## src/rtl/regbank_pkg.sv

```systemverilog
package regbank_pkg;
  localparam int DATA_W   = 8;
  localparam int NUM_BANK = 4;
  localparam int BANK_SZ  = 8;
  localparam int RF_AW    = 6;
  localparam int MEM_AW   = 16;
  localparam int RSV_LO   = 32;
  localparam int RSV_HI   = 56;

  typedef enum logic [1:0] {
    REG_BANKED = 2'd0,
    REG_CORE   = 2'd1,
    REG_RSV    = 2'd2
  } reg_region_e;
endpackage

```

## src/rtl/regbank_decode.sv

```systemverilog
module regbank_decode
  import regbank_pkg::*;
#(
  parameter int RAW    = RF_AW,
  parameter int BSZ    = BANK_SZ,
  parameter int NBANK  = NUM_BANK,
  parameter int LO_RSV = RSV_LO,
  parameter int HI_RSV = RSV_HI,
  localparam int SEL_W  = $clog2(NBANK),
  localparam int BANK_AW = $clog2(BSZ),
  localparam int RAM_AW = SEL_W + BANK_AW,
  localparam int CORE_DEPTH = (LO_RSV - BSZ) + ((1 << RAW) - HI_RSV),
  localparam int CORE_AW = $clog2(CORE_DEPTH)
) (
  input  logic               clk,
  input  logic               rst,
  input  logic [RAW-1:0]     idx,
  input  logic [SEL_W-1:0]   bank_q,
  output reg_region_e        region,
  output logic [RAM_AW-1:0]  phys_addr,
  output logic [CORE_AW-1:0] core_slot
);
  logic [RAW:0] idx_w;
  logic [RAW:0] slot_w;

  always_comb begin
    idx_w = {1'b0, idx};
    if (idx_w < (RAW+1)'(BSZ))
      region = REG_BANKED;
    else if (idx_w < (RAW+1)'(LO_RSV) || idx_w >= (RAW+1)'(HI_RSV))
      region = REG_CORE;
    else
      region = REG_RSV;

    if (idx_w < (RAW+1)'(LO_RSV))
      slot_w = idx_w - (RAW+1)'(BSZ);
    else
      slot_w = idx_w - (RAW+1)'(HI_RSV - LO_RSV + BSZ);
  end

  assign core_slot = slot_w[CORE_AW-1:0];
  assign phys_addr = {bank_q, idx[BANK_AW-1:0]};

  // a core location never maps beyond the core storage
  assert_slot_range_R5: assert property (@(posedge clk) disable iff (rst)
    (region == REG_CORE) |-> (slot_w < (RAW+1)'(CORE_DEPTH)));
endmodule

```

## src/rtl/regbank_ram.sv

```systemverilog
module regbank_ram #(
  parameter int DW    = 8,
  parameter int DEPTH = 32,
  localparam int AW   = $clog2(DEPTH)
) (
  input  logic          clk,
  input  logic          rst,
  input  logic          a_we,
  input  logic [AW-1:0] a_addr,
  input  logic [DW-1:0] a_wdata,
  output logic [DW-1:0] a_rdata,
  input  logic          b_we,
  input  logic [AW-1:0] b_addr,
  input  logic [DW-1:0] b_wdata,
  output logic [DW-1:0] b_rdata
);
  logic [DW-1:0] mem_q [DEPTH];

  // port a written last so it wins on a shared address
  always_ff @(posedge clk) begin
    if (b_we) mem_q[b_addr] <= b_wdata;
    if (a_we) mem_q[a_addr] <= a_wdata;
  end

  assign a_rdata = mem_q[a_addr];
  assign b_rdata = mem_q[b_addr];

  // a same-address collision keeps the register-port data
  assert_collision_a_wins_R8: assert property (@(posedge clk) disable iff (rst)
    (a_we && b_we && a_addr == b_addr) |=> (mem_q[$past(a_addr)] == $past(a_wdata)));

  // a memory-port write is stored for the other port to see
  assert_b_write_lands_R7: assert property (@(posedge clk) disable iff (rst)
    (b_we && !(a_we && a_addr == b_addr)) |=> (mem_q[$past(b_addr)] == $past(b_wdata)));
endmodule

```

## src/rtl/regbank_core.sv

```systemverilog
module regbank_core #(
  parameter int DW    = 8,
  parameter int DEPTH = 32,
  localparam int AW   = $clog2(DEPTH)
) (
  input  logic          clk,
  input  logic          we,
  input  logic [AW-1:0] addr,
  input  logic [DW-1:0] wdata,
  output logic [DW-1:0] rdata
);
  logic [DW-1:0] store_q [DEPTH];

  always_ff @(posedge clk) begin
    if (we) store_q[addr] <= wdata;
  end

  assign rdata = store_q[addr];
endmodule

```

## src/rtl/regbank_file.sv

```systemverilog
module regbank_file
  import regbank_pkg::*;
#(
  parameter int DW     = DATA_W,
  parameter int NBANK  = NUM_BANK,
  parameter int BSZ    = BANK_SZ,
  parameter int RAW    = RF_AW,
  parameter int MAW    = MEM_AW,
  parameter int LO_RSV = RSV_LO,
  parameter int HI_RSV = RSV_HI,
  localparam int SEL_W  = $clog2(NBANK),
  localparam int RAM_DEPTH = NBANK * BSZ,
  localparam int RAM_AW = $clog2(RAM_DEPTH),
  localparam int CORE_DEPTH = (LO_RSV - BSZ) + ((1 << RAW) - HI_RSV),
  localparam int CORE_AW = $clog2(CORE_DEPTH)
) (
  input  logic             clk,
  input  logic             rst,
  input  logic [SEL_W-1:0] bank_sel,
  input  logic [RAW-1:0]   rf_idx,
  input  logic             rf_we,
  input  logic [DW-1:0]    rf_wdata,
  output logic [DW-1:0]    rf_rdata,
  output logic             rf_err,
  input  logic [MAW-1:0]   mem_addr,
  input  logic             mem_we,
  input  logic [DW-1:0]    mem_wdata,
  output logic [DW-1:0]    mem_rdata,
  output logic             mem_hit
);
  logic [SEL_W-1:0]   bank_q;
  reg_region_e        region;
  logic [RAM_AW-1:0]  phys_addr;
  logic [CORE_AW-1:0] core_slot;
  logic [DW-1:0]      ram_rf_rdata;
  logic [DW-1:0]      ram_mem_rdata;
  logic [DW-1:0]      core_rdata;
  logic               ram_rf_we;
  logic               core_we;
  logic               ram_mem_we;

  // bank select is sampled so a change applies from the next cycle
  always_ff @(posedge clk) begin
    if (rst) bank_q <= '0;
    else     bank_q <= bank_sel;
  end

  regbank_decode #(
    .RAW(RAW), .BSZ(BSZ), .NBANK(NBANK), .LO_RSV(LO_RSV), .HI_RSV(HI_RSV)
  ) u_decode (
    .clk(clk), .rst(rst), .idx(rf_idx), .bank_q(bank_q),
    .region(region), .phys_addr(phys_addr), .core_slot(core_slot)
  );

  assign ram_rf_we  = rf_we && (region == REG_BANKED);
  assign core_we    = rf_we && (region == REG_CORE);
  assign mem_hit    = (mem_addr < MAW'(RAM_DEPTH));
  assign ram_mem_we = mem_we && mem_hit;

  regbank_ram #(.DW(DW), .DEPTH(RAM_DEPTH)) u_ram (
    .clk(clk), .rst(rst),
    .a_we(ram_rf_we), .a_addr(phys_addr), .a_wdata(rf_wdata), .a_rdata(ram_rf_rdata),
    .b_we(ram_mem_we), .b_addr(mem_addr[RAM_AW-1:0]), .b_wdata(mem_wdata),
    .b_rdata(ram_mem_rdata)
  );

  regbank_core #(.DW(DW), .DEPTH(CORE_DEPTH)) u_core (
    .clk(clk), .we(core_we), .addr(core_slot), .wdata(rf_wdata), .rdata(core_rdata)
  );

  always_comb begin
    case (region)
      REG_BANKED: rf_rdata = ram_rf_rdata;
      REG_CORE:   rf_rdata = core_rdata;
      default:    rf_rdata = '0;
    endcase
  end

  assign rf_err    = (region == REG_RSV);
  assign mem_rdata = mem_hit ? ram_mem_rdata : '0;

  // reserved locations read as zero
  assert_rsv_reads_zero_R6: assert property (@(posedge clk) disable iff (rst)
    rf_err |-> (rf_rdata == '0));

  // the error flag only covers the reserved hole
  assert_err_only_reserved_R10: assert property (@(posedge clk) disable iff (rst)
    rf_err |-> (rf_idx >= RAW'(LO_RSV) && rf_idx < RAW'(HI_RSV)));

  // unhandled memory addresses return zero
  assert_miss_reads_zero_R4: assert property (@(posedge clk) disable iff (rst)
    !mem_hit |-> (mem_rdata == '0));

  // the banked window is always handled
  assert_window_hit_R3: assert property (@(posedge clk) disable iff (rst)
    (mem_addr < MAW'(RAM_DEPTH)) |-> mem_hit);

  // the bank in use follows the select input one cycle later
  assert_bank_lag_R9: assert property (@(posedge clk) disable iff (rst)
    !$stable(bank_sel) |=> (phys_addr[RAM_AW-1 -: SEL_W] == $past(bank_sel) || rst));
endmodule

```

## config.mk

```make
export PLATFORM = sky130hd
export DESIGN_NAME = regbank_file
export DESIGN_NICKNAME = d
export VERILOG_FILES = /design/src/rtl/regbank_pkg.sv /design/src/rtl/regbank_decode.sv /design/src/rtl/regbank_ram.sv /design/src/rtl/regbank_core.sv /design/src/rtl/regbank_file.sv
export SDC_FILE = /design/constraint.sdc
export NUM_CORES = 1
export LEC_CHECK = 0
export ABC_AREA = 1
export CORE_MARGIN = 4
export CORE_UTILIZATION = 35
export CTS_CLUSTER_SIZE = 24
export DETAILED_ROUTE_END_ITERATION = 8
export PLACE_DENSITY = 0.55
export SYNTH_ARGS = -nofsm -noshare
export SYNTH_HDL_FRONTEND = slang
export SYNTH_SLANG_ARGS = --single-unit
```

## constraint.sdc

```tcl
create_clock -name clk -period 3.7 [get_ports clk]
set_clock_uncertainty 0.2 [all_clocks]
set_input_delay 0.37 -clock clk [delete_from_list [all_inputs] [get_ports clk]]
set_output_delay 0.37 -clock clk [all_outputs]
set_load 0.03 [all_outputs]
```

==> impl_metrics.tcl <==
set metrics [dict create \
    outcome "complete, no violations" \
    worst_slew_pin_slew_ns 0.819 \
    setup_violations 0 \
    fin_crit_sh_pct 97.2 \
    postCtsHoldBufs 0 \
    drc 0 \
    drt_wl_total_mm 91.7 \
    dp_hpwl_mm 60.0 \
    firstDrtPassIters 6 \
    ys_seq_area_share_pct 59.1 \
    clock_sinks 514 \
    rsz0062_at_grt "false" \
    overflow 0 \
    worstSetupStartpointType "primary input" \
    cts_tree "yes" \
    reg2reg_depth 5 \
    vias 21700 \
    finalSetupTns_ns 0 \
    synth-xor-area-share_pct 0 \
    ys_types 30 \
    synth-adder-area-share_pct 0.0479 \
    critPathSlowestCell "clkdlybuf4s50_1" \
    worstSkewPairLatency_ns 0.62 \
    cts_root_buffer "clkbuf_16" \
    yosys.area.top_type "edfxtp_1" \
    cp_cell_sequence "clkdlybuf4s50_1 > buf_4 > nand2_4 > buf_4 > nor2_1 > nor2_1 > nand2_1 > nand2_1 > nand2_1 > nor2_1 > nand3_1 > nand2_1 > buf_12" \
    peakVddDrop_mv 0.324 \
    synth_seq_cells 514 \
    path_class "primary input to output port" \
    port-buffer-count 61 \
    report.final.hold_viol_count 0 \
    pwr_density_cell_nw_per_um2 444 \
    io_pins 62 \
    dpl_cell_area_um2 28600 \
    ys_top_cells_by_count "nand2_1 (868), nor2_1 (717), edfxtp_1 (512)" \
    synthArstFlopShare_pct 0 \
    initialDrtViolationCount 2491 \
    synth_edf_count 512 \
    routedWlPerCell_um 22.2 \
    synth_top_family_by_area "simple AND/OR/NAND/NOR gates" \
    syn_avg_cell_area_um2 8.59 \
    area.growth.synth_to_final_pct 17.0 \
    required_ns 3.13 \
    r2r_setup_slack_ns 1.29 \
    start_util_pct 35.5 \
    cap_violations 0 \
    cts.clk_slew.worst_paths_ns 0.06 \
    yosysWarnings 0 \
    synthMuxAreaShare_pct 0 \
    cp-end-kind "output port" \
    hp-class "primary input to flop" \
    routabilityCongestion 0.930 \
    viasPerCell 5.26 \
    critPathArrivalTime_ns 3.03 \
    critPathMaxFanout 27 \
    die_h_um 281 \
    cp-endpoint "rf_rdata[4]" \
    post-synth-top-count-cell "nand2_1" \
    p_leak_nw 12.7 \
    clock_path_buffers 3 \
    synth_top_area_share_pct 58.9 \
    finalCriticalPeriod_ns 3.60 \
    regToRegStartpoint "bank_q[0]" \
    critPathMostFrequentCell "nand2_1" \
    synthesis.area_um2 26100 \
    stdcell_area_um2 30500 \
    syn_inst 3039 \
    dieArea_um2 79000 \
    slew_viol_final 0 \
    yosys_most_used_dff "edfxtp_1" \
    nets 3168 \
    fmax_mhz 278 \
    grt_pass1_wl_mm 134 \
    num_rows 99 \
    grt_usage_pct 22.7 \
    grt_max_degree 39 \
    rr_endpoint "u_ram.mem_q[25][1]" \
    cts_made_buffers 57 \
    h-tree-depth 2 \
    ant_nets 0 \
    grt_pass1_vias 20000 \
    layout-drive-gt1-share_pct 10.2 \
    num_antenna_cells 0 \
    critPathLaunch "rf_idx[1]" \
    max_stage_delay_ns 0.55 \
    synth_simple_gate_area_share_pct 26.4 \
    core_um2 73500 \
    fp.dieW_um 281 \
    grt_antenna_before_repair 1 \
    synth_compound_area_share_pct 9.13 \
    synth_top_cells_by_area "edfxtp_1 (59%), nand2_1 (12%), nor2_1 (10%)" \
    syn_nets 3084 \
    relSlewSlack_pct 45.2 \
]
==> layout make-up <==
cell class | instances | area [um2]
multi-input combinational | 2194 | 9350
tap | 959 | 1200
clock inverter | 40 | 422
fill | 7277 | 42900
inverter | 145 | 544
clock buffer | 67 | 1460
timing repair buffer | 211 | 2140
sequential | 514 | 15400
==> sequential cells by signal, summed over array words and instances (netlist names) <==
name / flops
u_core.store_q: 256
u_ram.mem_q: 256
bank_q: 2
==> cells by family after synthesis <==
logic type                 count (synthesis)
adders and majority gates                  1
buffers and inverters                    331
AOI/OAI and AO/OA                        459
and+or+nand+nor                         1734
DFF                                      514
==> repair_timing <==
item	4_1_cts	5_1_grt
buffers inserted	0	0
endpoints found under the setup margin	0	3
gates resized for setup	0	2
==> through the flow <==
| step | cells | utilization [%] | total power [mW] | setup WS [ns] | hold WS [ns] |
|---|---|---|---|---|---|
| 4_1_cts | 4130 | 41.6 | 13.6 | 0.00673 | 0.0556 |
| 3_3_place_gp | 4023 | 39.0 | 7.88 | 0.000429 | 0.704 |
| 3_5_place_dp | 4023 | 39.0 | 7.89 | 0.0143 | 0.711 |
| 6_report | 4130 | 41.6 | 13.6 | 0.104 | 0.0725 |
| 5_1_grt | 4130 | 41.6 | 13.9 | 0.0111 | 0.0801 |
| 2_1_floorplan | 3039 | - | 7.24 | 1.28 | 0.241 |
==> critical path: cells and delay by family <==
kind                   cells  cell delay, ns
buffers and inverters      4            1.32
and+or+nand+nor            9            1.31
==> cell usage in the layout, fill, tap and decap left out, types with 2 or more instances in the layout <==
master           count
nand2_1            867
o21ai_0            258
o211ai_1             7
nor2_1             714
o22ai_1             46
clkinv_16            2
nor3_2               6
nor3_1               9
or2_2                5
inv_1              137
clkbuf_16           57
nand3_1             78
clkinv_2            16
nor2_8               5
clkinvlp_4           5
nand2_4             13
edfxtp_1           512
inv_2                6
nor2_2               4
bufinv_16            6
a21oi_1             78
clkbuf_1            10
clkinv_1            10
buf_12              36
nand2_2             26
clkdlybuf4s50_1     43
buf_4              131
nand4_1              4
dfxtp_1              2
o21ai_1             67
==> worst min path at each step <==
stage               cells after the start  slack, ns        start   endpoint
finish                                  3       0.07  bank_sel[0]  bank_q[0]
global route                            3       0.08  bank_sel[1]  bank_q[1]
CTS                                     3       0.06  bank_sel[0]  bank_q[0]
detailed placement                      3       0.71  bank_sel[0]  bank_q[0]
global placement                        3       0.70  bank_sel[1]  bank_q[1]
floorplan                               1       0.24          rst  bank_q[0]
==> power breakdown <==
part | internal, mW | switching (mW)
Clock | 3.27 | 2.50
Sequential | 6.43 | 0.00956
Combinational | 0.418 | 0.928
Total | 10.1 | 3.44
==> per-layer routing <==
metal	vias to the layer above	wire [um]	track usage, %	part of all wire (%)
li1	10200	-	-	-
met1	10300	39000	32.0	43
met2	1048	41700	36.2	45
met3	167	8370	3.90	9.1
met4	2	2620	6.44	2.9
met5	-	12	0	0.013
(Power assumes the default switching activity.)
